`src/rtl/sap_pkg.sv`:
```
// sap_pkg: shared control-word layout for the serial audio port.
// Assumes: bit positions are fixed because neighbouring logic decodes them.
package sap_pkg;
    localparam int CTL_W = 5;

    // Packed from bit 4 down to bit 0.
    typedef struct packed {
        logic tx_late;  // bit 4
        logic rx_late;  // bit 3
        logic tx_en;    // bit 2
        logic rx_en;    // bit 1
        logic glb_en;   // bit 0
    } sap_ctl_t;
endpackage

```
`src/rtl/sap_ctl.sv`:
```
// sap_ctl: holds the control word and applies start/stop and format commands.
// Assumes: a command and a format write in the same cycle touch disjoint fields.
module sap_ctl
    import sap_pkg::*;
(
    input  logic     clk,
    input  logic     rst_n,
    input  logic     cmd_stb,
    input  logic     cmd_tx,
    input  logic     cmd_on,
    input  logic     fmt_stb,
    input  logic     fmt_tx_late,
    input  logic     fmt_rx_late,
    output sap_ctl_t ctl_q
);
    sap_ctl_t ctl_d;

    // Next-state: start sets direction and global; stop drops global only if the other side is off.
    always_comb begin
        ctl_d = ctl_q;
        if (cmd_stb) begin
            if (cmd_on) begin
                if (cmd_tx) ctl_d.tx_en = 1'b1;
                else        ctl_d.rx_en = 1'b1;
                ctl_d.glb_en = 1'b1;
            end else if (cmd_tx) begin
                ctl_d.tx_en = 1'b0;
                if (!ctl_q.rx_en) ctl_d.glb_en = 1'b0;
            end else begin
                ctl_d.rx_en = 1'b0;
                if (!ctl_q.tx_en) ctl_d.glb_en = 1'b0;
            end
        end
        if (fmt_stb) begin
            ctl_d.tx_late = fmt_tx_late;
            ctl_d.rx_late = fmt_rx_late;
        end
    end

    // Control register.
    always_ff @(posedge clk) begin
        if (!rst_n) ctl_q <= '0;
        else        ctl_q <= ctl_d;
    end
endmodule

```
`src/rtl/sap_tx.sv`:
```
// sap_tx: transmit shifter; loads one word per frame at the sync-slot launch edge.
// Assumes: tx_data is valid whenever tx_empty is low (show-ahead FIFO).
module sap_tx #(
    parameter int WORD_W = 16
) (
    input  logic              clk,
    input  logic              rst_n,
    input  logic              bit_launch,
    input  logic              fsync,
    input  logic              active,
    input  logic              late,
    input  logic              tx_empty,
    input  logic [WORD_W-1:0] tx_data,
    output logic              tx_pop,
    output logic              tx_starve,
    output logic              sdo
);
    localparam int CNT_W = $clog2(WORD_W + 1);

    logic [WORD_W-1:0] sh_q;
    logic [CNT_W-1:0]  left_q;
    logic              word_start;
    logic [WORD_W-1:0] load_w;

    // Word start decode and FIFO handshake (pop or starve).
    always_comb begin
        word_start = bit_launch && fsync && active;
        tx_pop     = word_start && !tx_empty;
        tx_starve  = word_start && tx_empty;
        load_w     = tx_empty ? '0 : tx_data;
    end

    // Shift state: updates only on launch strobes.
    always_ff @(posedge clk) begin
        if (!rst_n) begin
            sdo    <= 1'b0;
            sh_q   <= '0;
            left_q <= '0;
        end else if (bit_launch) begin
            if (!active) begin
                sdo    <= 1'b0;
                left_q <= '0;
            end else if (fsync) begin
                if (late) begin
                    sdo    <= 1'b0;
                    sh_q   <= load_w;
                    left_q <= CNT_W'(WORD_W);
                end else begin
                    sdo    <= load_w[WORD_W-1];
                    sh_q   <= {load_w[WORD_W-2:0], 1'b0};
                    left_q <= CNT_W'(WORD_W - 1);
                end
            end else if (left_q != '0) begin
                sdo    <= sh_q[WORD_W-1];
                sh_q   <= {sh_q[WORD_W-2:0], 1'b0};
                left_q <= left_q - 1'b1;
            end else begin
                sdo <= 1'b0;
            end
        end
    end
endmodule

```
`src/rtl/sap_rx.sv`:
```
// sap_rx: receive shifter; assembles one word per frame from sample-edge bits.
// Assumes: fsync is high across the whole sync slot, so a sample strobe sees it.
module sap_rx #(
    parameter int WORD_W = 16
) (
    input  logic              clk,
    input  logic              rst_n,
    input  logic              bit_sample,
    input  logic              fsync,
    input  logic              active,
    input  logic              late,
    input  logic              sdi,
    input  logic              rx_full,
    output logic              rx_push,
    output logic [WORD_W-1:0] rx_data,
    output logic              rx_ovf
);
    localparam int CNT_W = $clog2(WORD_W + 1);

    logic [WORD_W-1:0] sh_q;
    logic [CNT_W-1:0]  left_q;
    logic [WORD_W-1:0] sh_next;

    // Next shift value with the current serial bit.
    always_comb sh_next = {sh_q[WORD_W-2:0], sdi};

    // Capture state and one-cycle push/overflow pulses.
    always_ff @(posedge clk) begin
        if (!rst_n) begin
            sh_q    <= '0;
            left_q  <= '0;
            rx_push <= 1'b0;
            rx_ovf  <= 1'b0;
            rx_data <= '0;
        end else begin
            rx_push <= 1'b0;
            rx_ovf  <= 1'b0;
            if (bit_sample) begin
                if (!active) begin
                    left_q <= '0;
                end else if (fsync) begin
                    if (late) begin
                        sh_q   <= '0;
                        left_q <= CNT_W'(WORD_W);
                    end else begin
                        sh_q   <= {{(WORD_W-1){1'b0}}, sdi};
                        left_q <= CNT_W'(WORD_W - 1);
                    end
                end else if (left_q != '0) begin
                    sh_q   <= sh_next;
                    left_q <= left_q - 1'b1;
                    if (left_q == CNT_W'(1)) begin
                        if (rx_full) begin
                            rx_ovf <= 1'b1;
                        end else begin
                            rx_push <= 1'b1;
                            rx_data <= sh_next;
                        end
                    end
                end
            end
        end
    end
endmodule

```
`src/rtl/sap_dsp_port.sv`:
```
// sap_dsp_port: master-mode DSP-format serial audio port, one word each way per frame.
// Assumes: timing strobes come from an external clock generator in the clk domain.
module sap_dsp_port
    import sap_pkg::*;
#(
    parameter int WORD_W = 16
) (
    input  logic              clk,
    input  logic              rst_n,
    input  logic              cmd_stb,
    input  logic              cmd_tx,
    input  logic              cmd_on,
    input  logic              fmt_stb,
    input  logic              fmt_tx_late,
    input  logic              fmt_rx_late,
    input  logic              bit_launch,
    input  logic              bit_sample,
    input  logic              fsync,
    output logic              sdo,
    input  logic              sdi,
    output logic              tx_pop,
    input  logic [WORD_W-1:0] tx_data,
    input  logic              tx_empty,
    output logic              tx_starve,
    output logic              rx_push,
    output logic [WORD_W-1:0] rx_data,
    input  logic              rx_full,
    output logic              rx_ovf,
    output logic [CTL_W-1:0]  ctrl_o
);
    sap_ctl_t ctl;
    logic     tx_act;
    logic     rx_act;

    // Per-direction activity gated by the global enable.
    always_comb begin
        tx_act = ctl.glb_en && ctl.tx_en;
        rx_act = ctl.glb_en && ctl.rx_en;
        ctrl_o = ctl;
    end

    sap_ctl u_ctl (
        .clk(clk), .rst_n(rst_n),
        .cmd_stb(cmd_stb), .cmd_tx(cmd_tx), .cmd_on(cmd_on),
        .fmt_stb(fmt_stb), .fmt_tx_late(fmt_tx_late), .fmt_rx_late(fmt_rx_late),
        .ctl_q(ctl)
    );

    sap_tx #(.WORD_W(WORD_W)) u_tx (
        .clk(clk), .rst_n(rst_n), .bit_launch(bit_launch), .fsync(fsync),
        .active(tx_act), .late(ctl.tx_late), .tx_empty(tx_empty),
        .tx_data(tx_data), .tx_pop(tx_pop), .tx_starve(tx_starve), .sdo(sdo)
    );

    sap_rx #(.WORD_W(WORD_W)) u_rx (
        .clk(clk), .rst_n(rst_n), .bit_sample(bit_sample), .fsync(fsync),
        .active(rx_act), .late(ctl.rx_late), .sdi(sdi), .rx_full(rx_full),
        .rx_push(rx_push), .rx_data(rx_data), .rx_ovf(rx_ovf)
    );
endmodule

```
`config.mk`:
```
export PLATFORM = sky130hd
export DESIGN_NAME = sap_dsp_port
export DESIGN_NICKNAME = d
export VERILOG_FILES = /design/src/rtl/sap_pkg.sv /design/src/rtl/sap_ctl.sv /design/src/rtl/sap_tx.sv /design/src/rtl/sap_rx.sv /design/src/rtl/sap_dsp_port.sv
export SDC_FILE = /design/constraint.sdc
export NUM_CORES = 1
export LEC_CHECK = 0
export BUFFER_PORTS_ARGS = -buffer_cell sky130_fd_sc_hd__buf_2
export CAP_MARGIN = 15
export CORE_MARGIN = 3
export CORE_UTILIZATION = 55
export DETAILED_ROUTE_END_ITERATION = 6
export PLACE_DENSITY = 0.76
export SYNTH_ARGS = -nofsm -noshare
export SYNTH_HDL_FRONTEND = slang
export SYNTH_SLANG_ARGS = --single-unit
```
`constraint.sdc`:
```
create_clock -name clk -period 2.07 [get_ports clk]
set_input_delay 0 -clock clk [delete_from_list [all_inputs] [get_ports clk]]
set_output_delay 0 -clock clk [all_outputs]
set_load 0.03 [all_outputs]
```
==> impl_metrics.env <==
export IMPL_status="completed"
export IMPL_nets=417
export IMPL_post_dp_hpwl_microns=4460
export IMPL_wl_met3_microns=325
export IMPL_stdcell_count=459
export IMPL_startpoint_type="flop"
export IMPL_fp_coreArea_sq_mm=0.00517
export IMPL_cp_max_fo=14
export IMPL_routed_top_layer="met4"
export IMPL_cts_path_max_buffers=2
export IMPL_final_area_sq_mm=0.00362
export IMPL_grtUsageTotal=0.225
export IMPL_place_congestion=0.878
export IMPL_wirelength_met1_microns=2850
export IMPL_place_ws_ns=0.274
export IMPL_final_max_slew_viol_count=0
export IMPL_tightest_slew_ns=0.461
export IMPL_p_int_mw=1.93
export IMPL_io_buffers=55
export IMPL_synth_edf_count=0
export IMPL_ir_worst_vdd_mv=0.489
export IMPL_yosysWarnings=0
export IMPL_synth_compound_area_frac=0.254
export IMPL_syn_area_sq_mm=0.00298
export IMPL_io_pins=56
export IMPL_p_switching_mw=0.606
export IMPL_cp_end_kind="flop"
export IMPL_max_freq_mhz=559
export IMPL_rsz0062_at_grt="no"
export IMPL_die_area_sq_mm=0.00633
export IMPL_insertion_delay_ns=0.34
export IMPL_finalSetupViolCount=0
export IMPL_power_density_mw_per_mm2=701
export IMPL_synthCells=321
export IMPL_place_area_sq_mm=0.00328
export IMPL_initial_core_util=0.575
export IMPL_die_height_microns=79.6
export IMPL_regArea_sq_mm=0.00130
export IMPL_power_mw=2.53
export IMPL_multiInputGateArea_sq_mm=0.00150
export IMPL_grt_pass1_wl_microns=11300
export IMPL_synth_seq_cells=65
export IMPL_area_growth_pct=21.5
export IMPL_min_period_ns=1.79
export IMPL_setup_tns_ns=0
export IMPL_antenna_cells=0
export IMPL_critical_path_class="flop to flop"
export IMPL_grt_max_degree=26
export IMPL_synth_avg_cell_area_sq_um=9.27
export IMPL_drive_gt1_frac=0.231
export IMPL_clockPowerShare=0.426
export IMPL_arrival_ns=2.07
export IMPL_async_reset_ff_frac=0
export IMPL_viasPerCell=5.73
export IMPL_fin_ws_ns=0.280
export IMPL_dp_cells=430
export IMPL_ant_nets=0
export IMPL_cap_viol_max_count=0
export IMPL_grt_pass1_vias=2528
export IMPL_met2RoutedLength_microns=3230
export IMPL_synth_distinct_cells=46
export IMPL_antenna_found_initial=0
export IMPL_route_detailed_drc=0
export IMPL_slew_headroom=0.692
export IMPL_num_vias=2631
export IMPL_fin_crit_sh=0.865
export IMPL_pwr_share_seq=0.500
export IMPL_cts_setup_buffers=0
export IMPL_drt_first_pass_iters=4
export IMPL_wire_per_inst_microns=14.2
export IMPL_fillCellCount=404
export IMPL_muxShareOfSynthArea=0.0673
export IMPL_wl_microns=6520
export IMPL_required_ns=2.35
export IMPL_cts_buffers=9
export IMPL_synth_top_family_by_area="compound AO/OA/AOI/OAI gates"
export IMPL_ys_seq_area_frac=0.437
export IMPL_synth_adder_area_share=0.0126
export IMPL_path_clk_slew_ns=0.07
export IMPL_grt_ovfl_total=0
export IMPL_leakagePower_nw=1.62
export IMPL_synth_nets=354
export IMPL_clockRootBuffer="clkbuf_8"
export IMPL_die_w_microns=79.6
export IMPL_switching_share=0.239
export IMPL_tritoncts="yes"
export IMPL_synth_main_ff_cell="dfxtp_1"
export IMPL_combPwrFrac=0.074
export IMPL_synth_simple_area_share=0.171
export IMPL_rows=26
export IMPL_fin_skew_ns=0.00999
export IMPL_clock_sinks=65
export IMPL_htree_levels=3
export IMPL_drt_initial_drc_count=150
export IMPL_hold_violations=0
export IMPL_holdCritPathClass="input port to flop"
export IMPL_synth_xor_xnor_area_share=0
==> worst paths after layout <==
kind / start / endpoint / slack, ns / depth (start not counted)
setup / recovery: u_rx.left_q[0] / u_rx.sh_q[5] / 0.28 / 7
hold reg to reg: u_rx.rx_data[15] / u_rx.rx_data[15] / 0.45 / 2
setup reg to reg: u_rx.left_q[0] / u_rx.sh_q[5] / 0.28 / 7
hold / removal: cmd_tx / u_ctl.ctl_q[1] / 0.07 / 4
==> state kept, by name (all words and copies together), names as in the netlist <==
name and flops:
u_rx.rx_data 16, u_tx.sh_q 16, u_rx.sh_q 15, u_ctl.ctl_q 5, u_rx.left_q 5, u_tx.left_q 5, u_rx.rx_ovf 1, u_rx.rx_push 1
u_tx.sdo 1
==> what timing repair did <==
action | CTS | global route
hold buffers | 13 | 0
endpoints found under the hold margin | 15 | 0
gates resized for setup | 0 | 0
==> worst max-delay path: stages (launching register included) <==
cell and delay, ns:
dfxtp_1 0.34, inv_1 0.09, ha_1 0.20, or4b_4 0.48
o21ai_2 0.13, and2_1 0.14, buf_4 0.19, a22o_1 0.15
==> cells in the mapped netlist, drive strengths merged, types with 3 or more instances <==
master	count	area share
dfxtp	65	0.44
and3	5	0.011
clkbuf	11	0.014
o21ai	11	0.020
buf	15	0.032
o311ai	16	0.047
nor2b	6	0.013
a21boi	12	0.030
nor4	3	0.0084
mux2i	20	0.067
o211a	15	0.050
a21oi	16	0.027
nand2b	3	0.0063
ha	3	0.013
nand2	58	0.073
nor3b	3	0.0076
inv	10	0.013
a22o	14	0.041
nor4b	3	0.015
nor2	6	0.0076
==> power groups by stage <==
stage	logic (mW)	registers (mW)	clock network [mW]
final	0.188	1.27	1.08
after global routing	0.205	1.27	1.17
after CTS	0.186	1.27	1.11
after detailed placement	0.166	1.30	0
after global placement	0.164	1.30	0
after floorplan	0.108	1.30	0
==> layer usage <==
metal	GRT usage	up-vias
li1	-	1304
met3	0.0688	10
met4	0.101	0
met1	0.272	1250
met2	0.366	67
met5	0	-
==> stage by stage <==
| step | util | hold slack, ns |
|---|---|---|
| 2_1_floorplan | - | 0.0718 |
| 3_3_place_gp | 0.634 | 0.188 |
| 3_5_place_dp | 0.634 | 0.188 |
| 4_1_cts | 0.699 | 0.0561 |
| 5_1_grt | 0.699 | 0.0942 |
| 6_report | 0.699 | 0.0742 |
==> kinds of logic after synthesis <==
family          Yosys count
flops                    65
simple gates             99
buf+inv                  36
mux                      20
fa+ha+maj                 3
compound gates           98
==> layout make-up <==
class	count	area share
clock inverters	6	0.0187
inverters	10	0.0104
well taps	70	0.0242
multi-input cells	220	0.416
flip-flops and latches	65	0.360
clock buffers	10	0.0381
repair buffers	78	0.133
==> cells in the final DEF (no fill, tap or decap), types with 5 or more instances in the layout <==
cell type,synthesis,routed
and3_1,5,5
dfxtp_1,65,65
buf_4,4,10
o21ai_1,6,6
a21oi_1,16,16
nand2_1,58,58
buf_2,10,55
dlygate4sd3_1,0,13
nor2_1,6,6
a21boi_1,12,11
o211a_1,15,15
a22o_1,14,14
nor2b_1,6,6
o311ai_1,15,15
clkbuf_8,0,10
mux2i_1,20,20
inv_1,8,8
No activity file was read; power rests on OpenSTA's default activity.
